**src/rtl/db_pkg.sv**
```systemverilog
package db_pkg;
  localparam int DB_W      = 32;
  localparam int DB_IDX_W  = $clog2(DB_W);
  localparam int TGT_LSB   = 8;
  localparam logic [7:0] OFF_TRIG  = 8'h04;
  localparam logic [7:0] OFF_CAUSE = 8'h08;
  localparam logic [7:0] OFF_MASK  = 8'h0C;
  localparam logic [DB_W-1:0] IPI_GRP = 32'h0000_00FF;
  localparam logic [DB_W-1:0] MSI_GRP = 32'hFFFF_0000;
  typedef logic [DB_W-1:0] db_vec_t;
endpackage

```
**src/rtl/db_trig_decode.sv**
```systemverilog
module db_trig_decode
  import db_pkg::*;
#(
  parameter int NUM_CPU = 4,
  parameter int ADDR_W  = 8
) (
  input  logic                          we_i,
  input  logic [ADDR_W-1:0]             addr_i,
  input  logic [DB_W-1:0]               wdata_i,
  output logic [NUM_CPU-1:0][DB_W-1:0]  set_o
);
  logic    hit;
  db_vec_t onehot;

  always_comb begin
    hit    = we_i && (addr_i == ADDR_W'(OFF_TRIG));
    onehot = db_vec_t'(1) << wdata_i[DB_IDX_W-1:0];
    for (int c = 0; c < NUM_CPU; c++) begin
      set_o[c] = (hit && wdata_i[TGT_LSB+c]) ? onehot : '0;
    end
  end
endmodule

```
**src/rtl/db_cpu_bank.sv**
```systemverilog
module db_cpu_bank
  import db_pkg::*;
(
  input  logic    clk_i,
  input  logic    rst_ni,
  input  db_vec_t set_i,
  input  logic    cause_we_i,
  input  logic    mask_we_i,
  input  db_vec_t wdata_i,
  output db_vec_t cause_o,
  output db_vec_t mask_o
);
  db_vec_t cause_q, mask_q, keep;

  // writing 0 clears; a set in the same cycle wins
  assign keep = cause_we_i ? wdata_i : '1;

  always_ff @(posedge clk_i or negedge rst_ni) begin
    if (!rst_ni) begin
      cause_q <= '0;
      mask_q  <= '0;
    end else begin
      cause_q <= (cause_q & keep) | set_i;
      if (mask_we_i) mask_q <= wdata_i;
    end
  end

  assign cause_o = cause_q;
  assign mask_o  = mask_q;
endmodule

```
**src/rtl/db_summary.sv**
```systemverilog
module db_summary
  import db_pkg::*;
(
  input  db_vec_t cause_i,
  input  db_vec_t mask_i,
  output logic    ipi_o,
  output logic    msi_o
);
  db_vec_t pend;
  assign pend  = cause_i & mask_i;
  assign ipi_o = |(pend & IPI_GRP);
  assign msi_o = |(pend & MSI_GRP);
endmodule

```
**src/rtl/doorbell_unit.sv**
```systemverilog
module doorbell_unit
  import db_pkg::*;
#(
  parameter int NUM_CPU = 4,
  parameter int ADDR_W  = 8,
  localparam int CPU_W  = (NUM_CPU > 1) ? $clog2(NUM_CPU) : 1
) (
  input  logic               clk_i,
  input  logic               rst_ni,
  input  logic               h_we_i,
  input  logic [CPU_W-1:0]   h_cpu_i,
  input  logic [ADDR_W-1:0]  h_addr_i,
  input  logic [DB_W-1:0]    h_wdata_i,
  input  logic               m_we_i,
  input  logic [ADDR_W-1:0]  m_addr_i,
  input  logic [DB_W-1:0]    m_wdata_i,
  input  logic [CPU_W-1:0]   rd_cpu_i,
  input  logic [ADDR_W-1:0]  rd_addr_i,
  output logic [DB_W-1:0]    rd_data_o,
  output logic [NUM_CPU-1:0] ipi_o,
  output logic [NUM_CPU-1:0] msi_o
);
  logic [NUM_CPU-1:0][DB_W-1:0] h_set, m_set, cause_w, mask_w;

  db_trig_decode #(.NUM_CPU(NUM_CPU), .ADDR_W(ADDR_W)) u_h_dec (
    .we_i(h_we_i), .addr_i(h_addr_i), .wdata_i(h_wdata_i), .set_o(h_set)
  );
  db_trig_decode #(.NUM_CPU(NUM_CPU), .ADDR_W(ADDR_W)) u_m_dec (
    .we_i(m_we_i), .addr_i(m_addr_i), .wdata_i(m_wdata_i), .set_o(m_set)
  );

  for (genvar c = 0; c < NUM_CPU; c++) begin : g_cpu
    logic own, cause_we, mask_we;
    assign own      = h_we_i && (h_cpu_i == CPU_W'(c));
    assign cause_we = own && (h_addr_i == ADDR_W'(OFF_CAUSE));
    assign mask_we  = own && (h_addr_i == ADDR_W'(OFF_MASK));

    db_cpu_bank u_bank (
      .clk_i(clk_i), .rst_ni(rst_ni),
      .set_i(h_set[c] | m_set[c]),
      .cause_we_i(cause_we), .mask_we_i(mask_we), .wdata_i(h_wdata_i),
      .cause_o(cause_w[c]), .mask_o(mask_w[c])
    );

    db_summary u_sum (
      .cause_i(cause_w[c]), .mask_i(mask_w[c]),
      .ipi_o(ipi_o[c]), .msi_o(msi_o[c])
    );
  end

  always_comb begin
    rd_data_o = '0;
    for (int c = 0; c < NUM_CPU; c++) begin
      if (rd_cpu_i == CPU_W'(c)) begin
        if (rd_addr_i == ADDR_W'(OFF_CAUSE)) rd_data_o = cause_w[c];
        if (rd_addr_i == ADDR_W'(OFF_MASK))  rd_data_o = mask_w[c];
      end
    end
  end
endmodule

```
**config.mk**
```make
export PLATFORM = sky130hd
export DESIGN_NAME = doorbell_unit
export DESIGN_NICKNAME = d
export VERILOG_FILES = /design/src/rtl/db_pkg.sv /design/src/rtl/db_trig_decode.sv /design/src/rtl/db_cpu_bank.sv /design/src/rtl/db_summary.sv /design/src/rtl/doorbell_unit.sv
export SDC_FILE = /design/constraint.sdc
export NUM_CORES = 1
export LEC_CHECK = 0
export CAP_MARGIN = 20
export CORE_UTILIZATION = 58
export CTS_BUF_LIST = sky130_fd_sc_hd__clkbuf_16
export DETAILED_ROUTE_END_ITERATION = 10
export GPL_TIMING_DRIVEN = 0
export MAX_ROUTING_LAYER = met4
export PLACE_DENSITY = 0.81
export SYNTH_ARGS = -nofsm -noshare
export SYNTH_HDL_FRONTEND = slang
export SYNTH_SLANG_ARGS = --single-unit
```
**constraint.sdc**
```tcl
create_clock -name clk_i -period 2.1 [get_ports clk_i]
set_input_delay 0.21 -clock clk_i [delete_from_list [all_inputs] [get_ports clk_i]]
set_output_delay 0.21 -clock clk_i [all_outputs]
set_load 0.005 [all_outputs]
```
==> results_dict.tcl, run 1 <==
set metrics [dict create \
    run_status "finished with violations" \
    failed_checks "negative setup slack" \
    synth.lib_cells_used.distinct 45 \
    maxSlewHeadroom_pct 18.8 \
    post-route-drc-count 0 \
    antenna_violations_before_repair 1 \
    critical-path-max-stage-delay_ps 510 \
    firstDrtPassIters 8 \
    ys.flop_type "dfrtp_1" \
    synth_seq_area_share_pct 46.8 \
    yosys.area.top_type_share_pct 46.8 \
    irDropWorstVdd_mv 0.752 \
    path_clk_slew_ps 60 \
    cp_top_family "buffers and inverters" \
    synthDominantAreaCellType "dfrtp_1" \
    critical_path.endpoint_type "output port" \
    most_common_cell_after_layout_fill_and_taps_aside "dfrtp_1" \
    p_leak_nw 7.81 \
    timing.final.crit_period_ps 2150 \
    insertion_delay_ps 570 \
    finalClockSkew_ps 0 \
    power_per_cell_area_mw_per_mm2 622 \
    area_growth_syn_to_layout_pct 26.0 \
    final_cell_mix "dfrtp_1, o21ai_0, o221ai_1, mux2_2, mux2i_1" \
    synth_area_leaders "dfrtp_1, mux2_2, o221ai_1, mux2i_1, o21ai_0" \
    clockPowerShare_pct 42.7 \
    drt_iter0_drc 2062 \
    final-max-slew-violation-count 0 \
    route.vias.total 13600 \
    grtUsageTotal_pct 50.6 \
    globalRoute.totalOverflow 0 \
    clk_root_buffer_cell "clkbuf_16" \
    postSynthAreaPerCell_um2 10.7 \
    dpl_worst_slack_ps -1970 \
    syn-num-nets 1381 \
    num_rows 55 \
    timing.critical_path.mode_cell "nor2_1" \
    switching_share_pct 26.2 \
    power.combinational.fraction_pct 10.3 \
    gp_congestion 1.05 \
    critical_path_peak_fanout 7 \
    number_of_buffers_created_by_cts 28 \
    wl_um 58900 \
    worst_setup_path_category "primary input to output port" \
    synth-edff-count 0 \
    die-height_um 156 \
    ys_seq_elements 256 \
    timing.final.setup_violations 6 \
    worst-slew-pin-transition_ps 1220 \
    synth_cells 1285 \
    path_cells "clkdlybuf4s15_2, clkbuf_8, buf_6, buf_8, mux2i_1, o22ai_1, nor2_1, nor2_1, clkdlybuf4s50_1" \
    timing.final.crit_share_pct 102 \
    netlist_area_mm2 0.0137 \
    detail_routed_net_length_per_standard_cell_um 32.6 \
    design.core.area_mm2 0.0229 \
    detailed_place_hpwl_um 39300 \
    worstPathRequired_ps 1890 \
    final_design_area_no_fill_mm2 0.0173 \
    cellInternalPower_w 0.00792 \
    first_pass_grt_wire_length_um 85900 \
    postLayoutSetupSlackWorst_ps -50.4 \
    crit_buf_inv 5 \
    die-width_um 156 \
    power.switching_w 0.00281 \
    cts_tree "yes" \
    grt_max_degree 124 \
    holdCritPathClass "primary input to async pin" \
    max-cap-violations 0 \
    max-clock-path-buffers 3 \
    cts_num_sinks 256 \
    share_of_cells_above_drive_strength_1_pct 26.5 \
    cp_data_arrival_time_ps 1940 \
    ant_nets_after_route 0 \
    first_global_vias 13200 \
    flop_pwr_share_pct 46.9 \
    critical-path-slowest-cell "clkdlybuf4s50_1" \
    numPortBuffers 109 \
    start_util_pct 59.7 \
    setup_total_negative_slack_ps -138 \
    io-pin-count 136 \
    placedInstanceArea_mm2 0.0153 \
    grt_setup_unrepaired "yes" \
    hold_fails_final_rpt 0 \
    cts-htree-levels 1 \
    num-nets-final 1572 \
    via_per_inst 7.49 \
    yosysWarningCount 0 \
    die-area_mm2 0.0242 \
    postSynth.asyncResetShare_pct 100 \
    cp-start-kind "primary input" \
    max_freq_ghz 0.465 \
]
[metal layers]
layer | GRT usage, % | wire, um
met3 | 15.8 | 8560
met2 | 70.2 | 24400
met1 | 62.0 | 20300
met5 | - | 0
met4 | 37.2 | 5620
[stage by stage]
stage / power [W] / cells / hold WS (ps) / util, %
floorplan: 0.00547 / 1285 / -85.6 / -
global placement: 0.00598 / 1707 / 485 / 66.2
detailed placement: 0.00601 / 1712 / 185 / 66.7
CTS: 0.0106 / 1800 / 213 / 74.6
global route: 0.0109 / 1808 / 247 / 75.3
finish: 0.0107 / 1808 / 191 / 75.3
[final timing paths]
| path | startpoint | to | slack, ps | cells past startpoint |
|---|---|---|---|---|
| worst max-delay path | rd_addr_i[2] | rd_data_o[7] | -50 | 9 |
| worst max register to register | g_cpu[0].u_bank.cause_o[17] | g_cpu[0].u_bank.cause_o[17] | 1070 | 2 |
| worst min-delay path | rst_ni | g_cpu[2].u_bank.mask_o[25] | 190 | 2 |
| max in group asynchronous | rst_ni | g_cpu[1].u_bank.mask_o[6] | 920 | 3 |
| worst min register to register | g_cpu[0].u_bank.mask_o[8] | g_cpu[0].u_bank.mask_o[8] | 510 | 1 |
| min in group clk_i | h_wdata_i[3] | g_cpu[2].u_bank.mask_o[3] | 290 | 2 |
[cells by family after synthesis]
group / Yosys count / synth area share (%)
multiplexers: 218 / 18.1
flip-flops: 256 / 46.8
AND/OR/NAND/NOR: 266 / 9.77
AO/OA/AOI/OAI: 411 / 20.9
buffers and inverters: 134 / 4.44
[synth_stat cells (all sizes together) (17+ instances only)]
cell type and n:
o21ai 149, a221oi 17, inv 28, buf 39
clkbuf 67, mux2 141, dfrtp 256, nor2 64
nand2 76, nand2b 38, a22oi 17, o221ai 123
mux2i 77, nor2b 21, o22ai 36
[final cells by class]
type | count | area, um^2
Timing Repair Buffer | 167 | 1600
Fill cell | 1615 | 5660
Inverter | 28 | 105
Antenna cell | 1 | 2.50
Tap cell | 313 | 392
Clock inverter | 20 | 116
Multi-Input combinational cell | 895 | 7120
Buffer | 100 | 811
Clock buffer | 28 | 701
Sequential cell | 256 | 6410
[state kept, by name (all words and copies together), names as in the netlist]
register / count
g_cpu.u_bank.cause_o: 128
g_cpu.u_bank.mask_o: 128
[power groups by stage]
stage          sequential (W)  combinational (W)  clock [W]
2_1_floorplan         0.00510           0.000374          0
3_3_place_gp          0.00512           0.000862          0
3_5_place_dp          0.00511           0.000894          0
4_1_cts               0.00503            0.00104    0.00453
5_1_grt               0.00503            0.00114    0.00471
6_report              0.00503            0.00111    0.00458
[repair_timing]
item                                   in CTS  in global routing
endpoints found under the hold margin      61                  0
hold buffers                                1                  0
setup endpoints to repair                 237                 72
buffers inserted                           43                  7
cloned                                      2                  0
pin swaps                                  30                 27
gates resized for setup                   243                 62
Note: power is estimated with default switching activity, not from simulation.
==> run 2: changes to the inputs <==
Settings changed: CORE_UTILIZATION 58 to 54, PLACE_DENSITY 0.81 to 0.78, SYNTH_HIERARCHICAL set to 1.
Clock period 2.1 ns to 1.8 ns, I/O delays scaled along.
==> run 2 against run 1 <==
Net effect:
- the run still ends with negative setup slack left
- sequential cell count stayed put
- worst setup slack worse by 300 ps
- count of clock-buffer cells in the layout is 2 higher
- first-iteration DRC count is 4.7% lower
- cell count is 26% higher
- cell area is 23% higher
- worst hold slack worse by 97 ps
- critical path depth is 3 lower
- clock skew stayed put
- clock power is 27% higher
- highest routed layer unchanged
==> results_dict.tcl, run 2 <==
set metrics [dict create \
    critical_path.endpoint_type "output port" \
    grt_setup_unrepaired "yes" \
    io-pin-count 136 \
    ff_latch_area_mm2 0.00644 \
    first_pass_grt_wire_length_um 102000 \
    cts-htree-levels 1 \
    start_util_pct 54.9 \
    hold_fails_final_rpt 0 \
    ys.flop_type "dfrtp_1" \
    cts_num_sinks 256 \
    grt_max_degree 121 \
    layout.filler_cells 2282 \
    yosys.area.top_type_share_pct 38.2 \
    final-max-slew-violation-count 0 \
    finalClockSkew_ps 0 \
    max-cap-violations 0 \
    globalRoute.totalOverflow 0 \
    via_per_inst 6.93 \
    p_leak_nw 10.3 \
    run_status "finished with violations" \
    clk_root_buffer_cell "clkbuf_16" \
    die-area_mm2 0.0318 \
    area_growth_syn_to_layout_pct 26.3 \
    worst_r2r_path_depth 2 \
    final_cell_mix "nor4_1, dfrtp_1, nand2b_1, or2_2, a21o_1" \
    postSynth.asyncResetShare_pct 100 \
    num_rows 64 \
    route.vias.total 15800 \
    cp-start-kind "flip-flop" \
    yosysWarningCount 6 \
    worst-slew-pin-transition_ps 701 \
    wl_um 72100 \
    holdCritPathClass "primary input to async pin" \
    worstPathRequired_ps 1620 \
    crit_buf_inv 1 \
    synth_seq_area_share_pct 38.2 \
    critical_path_peak_fanout 2 \
    final_design_area_no_fill_mm2 0.0212 \
    grtUsageTotal_pct 46.0 \
    die-width_um 178 \
    postSynthAreaPerCell_um2 10.5 \
    max_freq_ghz 0.465 \
    synthTopCellsByCount "dfrtp_1, nor4_1, nand2b_1" \
    path_clk_slew_ps 60 \
    dr_wl_met3_um 9690 \
    synth.lib_cells_used.distinct 58 \
    critical-path-slowest-cell "dfrtp_2" \
    synth.most_common_cell "dfrtp_1" \
    timing.final.crit_period_ps 2150 \
    critical-path-max-stage-delay_ps 480 \
    detail_routed_net_length_per_standard_cell_um 31.6 \
    top_layer "met4" \
    timing.final.crit_share_pct 120 \
    netlist_area_mm2 0.0168 \
    cts_tree "yes" \
    gp_congestion 1.00 \
    antenna_violations_before_repair 2 \
    insertion_delay_ps 560 \
    multiInputGateArea_mm2 0.00973 \
    route.met2.wl_um 30300 \
    syn-num-nets 1689 \
    die-height_um 178 \
    timing.final.setup_violations 37 \
    synthDominantAreaCellType "dfrtp_1" \
    number_of_buffers_created_by_cts 30 \
    synth_cells 1593 \
    design.core.area_mm2 0.0306 \
    post-route-util_pct 69.3 \
    synth-edff-count 0 \
    num-nets-final 1956 \
    first_global_vias 15000 \
    placedInstanceArea_mm2 0.0184 \
    post-route-drc-count 0 \
    cp_top_family "flip-flops" \
    cp_data_arrival_time_ps 1970 \
    ant_nets_after_route 0 \
    most_common_cell_after_layout_fill_and_taps_aside "nor4_1" \
    max-clock-path-buffers 3 \
    path_cells "mux2_4, o22ai_2, nor2_2, a221oi_2, nor3_4, buf_2" \
    postLayoutSetupSlackWorst_ps -351 \
    drt_iter0_drc 1965 \
    power_per_cell_area_mw_per_mm2 624 \
    r2r_start "g_cpu[0].u_bank/cause_o[25]" \
    share_of_cells_above_drive_strength_1_pct 42.1 \
    synth_area_leaders "dfrtp_1, mux2_4, nor4_1, a21o_1, nand2b_1" \
    ys_seq_elements 256 \
    detailed_place_hpwl_um 49500 \
    worst_setup_path_category "flip-flop to output port" \
    firstDrtPassIters 6 \
    irDropWorstVdd_mv 0.906 \
    wl_met1_um 29200 \
    ff2ff_setup_slack_ps 840 \
    numPortBuffers 108 \
    maxSlewHeadroom_pct 53.3 \
    destination_of_the_worst_register_to_register_timing_path "g_cpu[0].u_bank/cause_o[25]" \
    failed_checks "negative setup slack" \
]
-- run 2: cell types whose count changed after synthesis, moves of 94 or more --
cell      delta
o21ai_0    -124
a21o_1     +127
mux2_2      -94
nor4_1     +251
or2_2      +121
o221ai_1   -122
-- run 2: timing repair --
| action | in CTS | in global routing |
|---|---|---|
| gates cloned | 1 | 1 |
| pin swaps | 95 | 44 |
| endpoints found under the setup margin | 168 | 264 |
| gates resized for setup | 414 | 72 |
| buffers inserted | 104 | 19 |
| hold buffers | 1 | 0 |
| hold endpoints to repair | 151 | 0 |
-- run 2: power by group --
part	total, W	internal, W	switching (W)
combinational	0.00152	0.000575	0.000947
sequential	0.00588	0.00581	0.0000677
clock	0.00583	0.00329	0.00254
total	0.0132	0.00967	0.00356
-- run 2: worst max-delay path by stage --
stage / startpoint / end / slack [ps] / cells after the start
6_report: g_cpu[0].u_bank/cause_o[30] / rd_data_o[30] / -350 / 6
5_1_grt: g_cpu[0].u_bank/cause_o[30] / rd_data_o[30] / -390 / 6
4_1_cts: g_cpu[0].u_bank/cause_o[30] / rd_data_o[30] / -310 / 6
3_5_place_dp: rd_addr_i[7] / rd_data_o[19] / -1370 / 7
3_3_place_gp: rst_ni / g_cpu[0].u_bank/mask_o[22] / -10540 / 1
2_1_floorplan: h_addr_i[5] / g_cpu[2].u_bank/cause_o[10] / 120 / 6
-- run 2: area by class of cell --
class / instances / area share (%)
tap: 396 / 2.34
antenna: 2 / 0.0236
clock buffer: 30 / 3.54
buffer: 182 / 7.65
timing repair buffer: 236 / 9.39
clock inverter: 22 / 0.785
sequential: 256 / 30.4
multi-input combinational: 1154 / 45.9
-- run 2: metal layers --
layer / up-vias / GRT usage (%)
met2: 1136 / 64.5
met5: - / -
met3: 218 / 15.8
li1: 6541 / -
met4: 0 / 15.1
met1: 7892 / 61.8
-- run 2: logic make-up after synthesis --
group,after synthesis,synth area share [%]
buffers and inverters,183,8.09
and+or+nand+nor,658,24.3
AOI/OAI and AO/OA,307,14.1
DFF,256,38.2
muxes,189,15.3
-- run 2: stage by stage --
stage / std cells / hold slack (ps) / power [W] / worst slack (ps) / setup TNS (ps)
2_1_floorplan: 1593 / -116 / 0.00654 / 118 / 0
3_3_place_gp: 2097 / 461 / 0.00721 / -10540 / -2923730
3_5_place_dp: 2100 / 68.9 / 0.00723 / -1370 / -220440
4_1_cts: 2257 / 68.8 / 0.0131 / -312 / -5210
5_1_grt: 2278 / 85.3 / 0.0135 / -391 / -7450
6_report: 2278 / 93.6 / 0.0132 / -351 / -6120
==> run 3: changes to the inputs <==
--- a/config.mk
+++ b/config.mk
@@ -7,2 +7,3 @@
 export LEC_CHECK = 0
+export ABC_AREA = 1
 export CAP_MARGIN = 20
@@ -14,2 +15,3 @@
 export PLACE_DENSITY = 0.78
+export SLEW_MARGIN = 20
 export SYNTH_ARGS = -nofsm -noshare
--- a/constraint.sdc
+++ b/constraint.sdc
@@ -3,2 +3,2 @@
 set_output_delay 0.18 -clock clk_i [all_outputs]
-set_load 0.005 [all_outputs]
+set_load 0.01 [all_outputs]
==> run 3 against run 2 <==
Net effect:
- the flow finishes with violations (design-rule violations, negative setup slack)
- register-to-register slack better by 60 ps
- clock power up 6.7%
- fmax increased by 8.5%
- global-route usage increased by 0.73 points
- synthesized cell count increased by 64%
- sequential share of layout area is 0.080 points lower
- via count up 19%
- critical endpoint is now rd_data_o[19]
- largest cell class unchanged
- highest routed layer unchanged
==> results_dict.tcl, run 3 <==
set metrics [dict create \
    run_status "finished with violations" \
    failed_checks "design-rule violations, negative setup slack" \
    synth_adder_area_share_pct 0 \
    gp_congestion 1.03 \
    share_of_cells_above_drive_strength_1_pct 22.2 \
    grtUsageTotal_pct 46.8 \
    cp-start-kind "flip-flop" \
    synthTopCellsByCount "nand2_1, nor2_1, inv_1" \
    synthDominantAreaCellType "dfrtp_1" \
    num_rows 64 \
    num-nets-final 2931 \
    clk_root_buffer_cell "clkbuf_16" \
    die-width_um 180 \
    antenna_violations_before_repair 4 \
    synth.lib_cells_used.distinct 29 \
    synth_area_leaders "dfrtp_1, nand2_1, nor2_1, inv_1, or2_2" \
    critical_path.endpoint_type "output port" \
    postSynthAreaPerCell_um2 6.50 \
    synth-edff-count 0 \
    worstPathRequired_ps 1620 \
    hold_fails_final_rpt 0 \
    timing.hold.ws_ps 53.2 \
    post_synth_mux_area_share_pct 0 \
    wl_um 73700 \
    route.vias.total 18800 \
    cts-htree-levels 1 \
    detailed_place_hpwl_um 52000 \
    p_leak_nw 11.3 \
    first_global_vias 17700 \
    numPortBuffers 109 \
    r2r_start "g_cpu[2].u_bank/cause_o[0]" \
    yosys.area_share.xor_xnor_pct 0 \
    number_of_buffers_created_by_cts 30 \
    worst_setup_path_category "flip-flop to output port" \
    ant_nets_after_route 0 \
    cp_data_arrival_time_ps 1800 \
    worst-slew-pin-transition_ps 660 \
    start_util_pct 55.2 \
    critical_path_peak_fanout 3 \
    grt_setup_unrepaired "yes" \
    most_common_cell_after_layout_fill_and_taps_aside "nand2_1" \
    grt_max_degree 87 \
    cts_num_sinks 256 \
    max-clock-path-buffers 3 \
    firstDrtPassIters 10 \
    postLayoutSetupSlackWorst_ps -183 \
    yosys.area.top_type_share_pct 37.6 \
    drt_iter0_drc 2389 \
    yosysWarningCount 6 \
    timing.final.setup_violations 25 \
    design.core.area_mm2 0.0308 \
    synth_cells 2617 \
    final_cell_mix "nand2_1, nor2_1, inv_1, dfrtp_1, or2_2" \
    via_per_inst 5.78 \
    ff2ff_setup_slack_ps 900 \
    holdCritPathClass "primary input to flip-flop" \
    syn-num-nets 2713 \
    synth_seq_area_share_pct 37.6 \
    timing.final.crit_period_ps 1980 \
    die-height_um 180 \
    post_synth_and_or_nand_nor_area_fraction_pct 41.2 \
    postSynth.asyncResetShare_pct 100 \
    die-area_mm2 0.0322 \
    max_freq_ghz 0.504 \
    path_clk_slew_ps 60 \
    ys.flop_type "dfrtp_1" \
    post-route-drc-count 6 \
    area_fraction_in_compound_gates_after_synthesis_pct 7.29 \
    maxSlewHeadroom_pct 55.8 \
    io-pin-count 136 \
    timing.final.crit_share_pct 110 \
    first_pass_grt_wire_length_um 108000 \
    setup_total_negative_slack_ps -1320 \
    cts_tree "yes" \
    globalRoute.totalOverflow 0 \
    post-route-util_pct 68.6 \
    finalClockSkew_ps 0 \
    irDropWorstVdd_mv 0.732 \
    crit_path_start "g_cpu[0].u_bank/cause_o[19]" \
    netlist_area_mm2 0.0170 \
    insertion_delay_ps 590 \
    max-cap-violations 0 \
    final-max-slew-violation-count 0 \
    worst_r2r_path_depth 4 \
    detail_routed_net_length_per_standard_cell_um 22.6 \
    destination_of_the_worst_register_to_register_timing_path "g_cpu[2].u_bank/cause_o[0]" \
    synth_top_family_by_area "simple AND/OR/NAND/NOR gates" \
    power_per_cell_area_mw_per_mm2 639 \
    ys_seq_elements 256 \
    worstSetupEndpoint "rd_data_o[19]" \
    synth.most_common_cell "nand2_1" \
    area_growth_syn_to_layout_pct 24.2 \
]
run 3: cell count changes after synthesis, moves of 54 or more:
cell,previous run,this run
nand3_1,6,95
mux2_4,120,0
nor2_1,32,441
nand2_1,44,896
a21o_1,128,0
nor4_1,255,1
inv_1,0,357
a21oi_1,21,124
nand2b_1,129,0
clkbuf_1,63,9
run 3: power by group:
group	internal, W	leakage, nW	total, W	switching [W]
Sequential	0.00585	3.56	0.00592	0.0000754
Combinational	0.000457	7.23	0.00137	0.000917
Clock	0.00357	0.493	0.00622	0.00265
Total	0.00987	11.3	0.0135	0.00364
run 3: final cells by class:
class | instances | area, um^2
buffer | 125 | 1330
timing repair buffer | 186 | 1750
clock inverter | 25 | 219
multi-input combinational | 1866 | 8780
inverter | 370 | 1400
clock buffer | 30 | 751
antenna | 5 | 12.5
tap | 396 | 495
fill | 2659 | 9690
sequential | 256 | 6410
run 3: worst min-delay path by stage:
| stage | startpoint | to | depth (start not counted) |
|---|---|---|---|
| final | h_wdata_i[4] | g_cpu[3].u_bank/mask_o[4] | 3 |
| after detailed placement | rst_ni | g_cpu[2].u_bank/mask_o[8] | 1 |
| after floorplan | rst_ni | g_cpu[0].u_bank/cause_o[0] | 0 |
| after global placement | g_cpu[3].u_bank/cause_o[12] | g_cpu[3].u_bank/cause_o[12] | 2 |
| after global routing | h_wdata_i[4] | g_cpu[3].u_bank/mask_o[4] | 3 |
| after CTS | rst_ni | g_cpu[2].u_bank/mask_o[8] | 2 |
run 3: logic make-up (layout without fill, tap and decap cells):
logic type,Yosys count,count (layout)
buffers and inverters,495,736
AND/OR/NAND/NOR,1655,1655
AO/OA/AOI/OAI,211,211
flip-flops,256,256
other,0,5
run 3: metrics by stage:
step | area, um^2 | power, W | worst slack (ps) | instances
final | 21100 | 0.0135 | -183 | 3259
after global routing | 21100 | 0.0138 | -206 | 3259
after CTS | 20700 | 0.0134 | -113 | 3234
after detailed placement | 18700 | 0.00715 | -1480 | 3125
after global placement | 18600 | 0.00711 | -10770 | 3122
after floorplan | 17000 | 0.00650 | 436 | 2617
run 3: routing by layer:
metal / vias up / GRT usage, % / part of all wire (%)
li1: 8383 / - / -
met1: 8743 / 58.9 / 38
met2: 1364 / 67.3 / 42
met3: 358 / 12.4 / 13
met4: 0 / 28.3 / 7.0
met5: - / - / 0
run 3: critical path, cell delays in order, from the launching register on:
cell and delay (ps):
dfrtp_1 400, buf_6 110, nand2_2 40, nand2_2 60, nand2_1 50, nand2_1 60, nand2_1 60, a22oi_2 220
buf_2 200
run 3: repair_timing:
action | 4_1_cts | 5_1_grt
endpoints found under the hold margin | 170 | 0
hold buffers | 1 | 0
gates cloned | 3 | 0
pin swaps | 90 | 74
endpoints found under the setup margin | 148 | 83
setup buffers | 51 | 20
gates resized for setup | 406 | 103
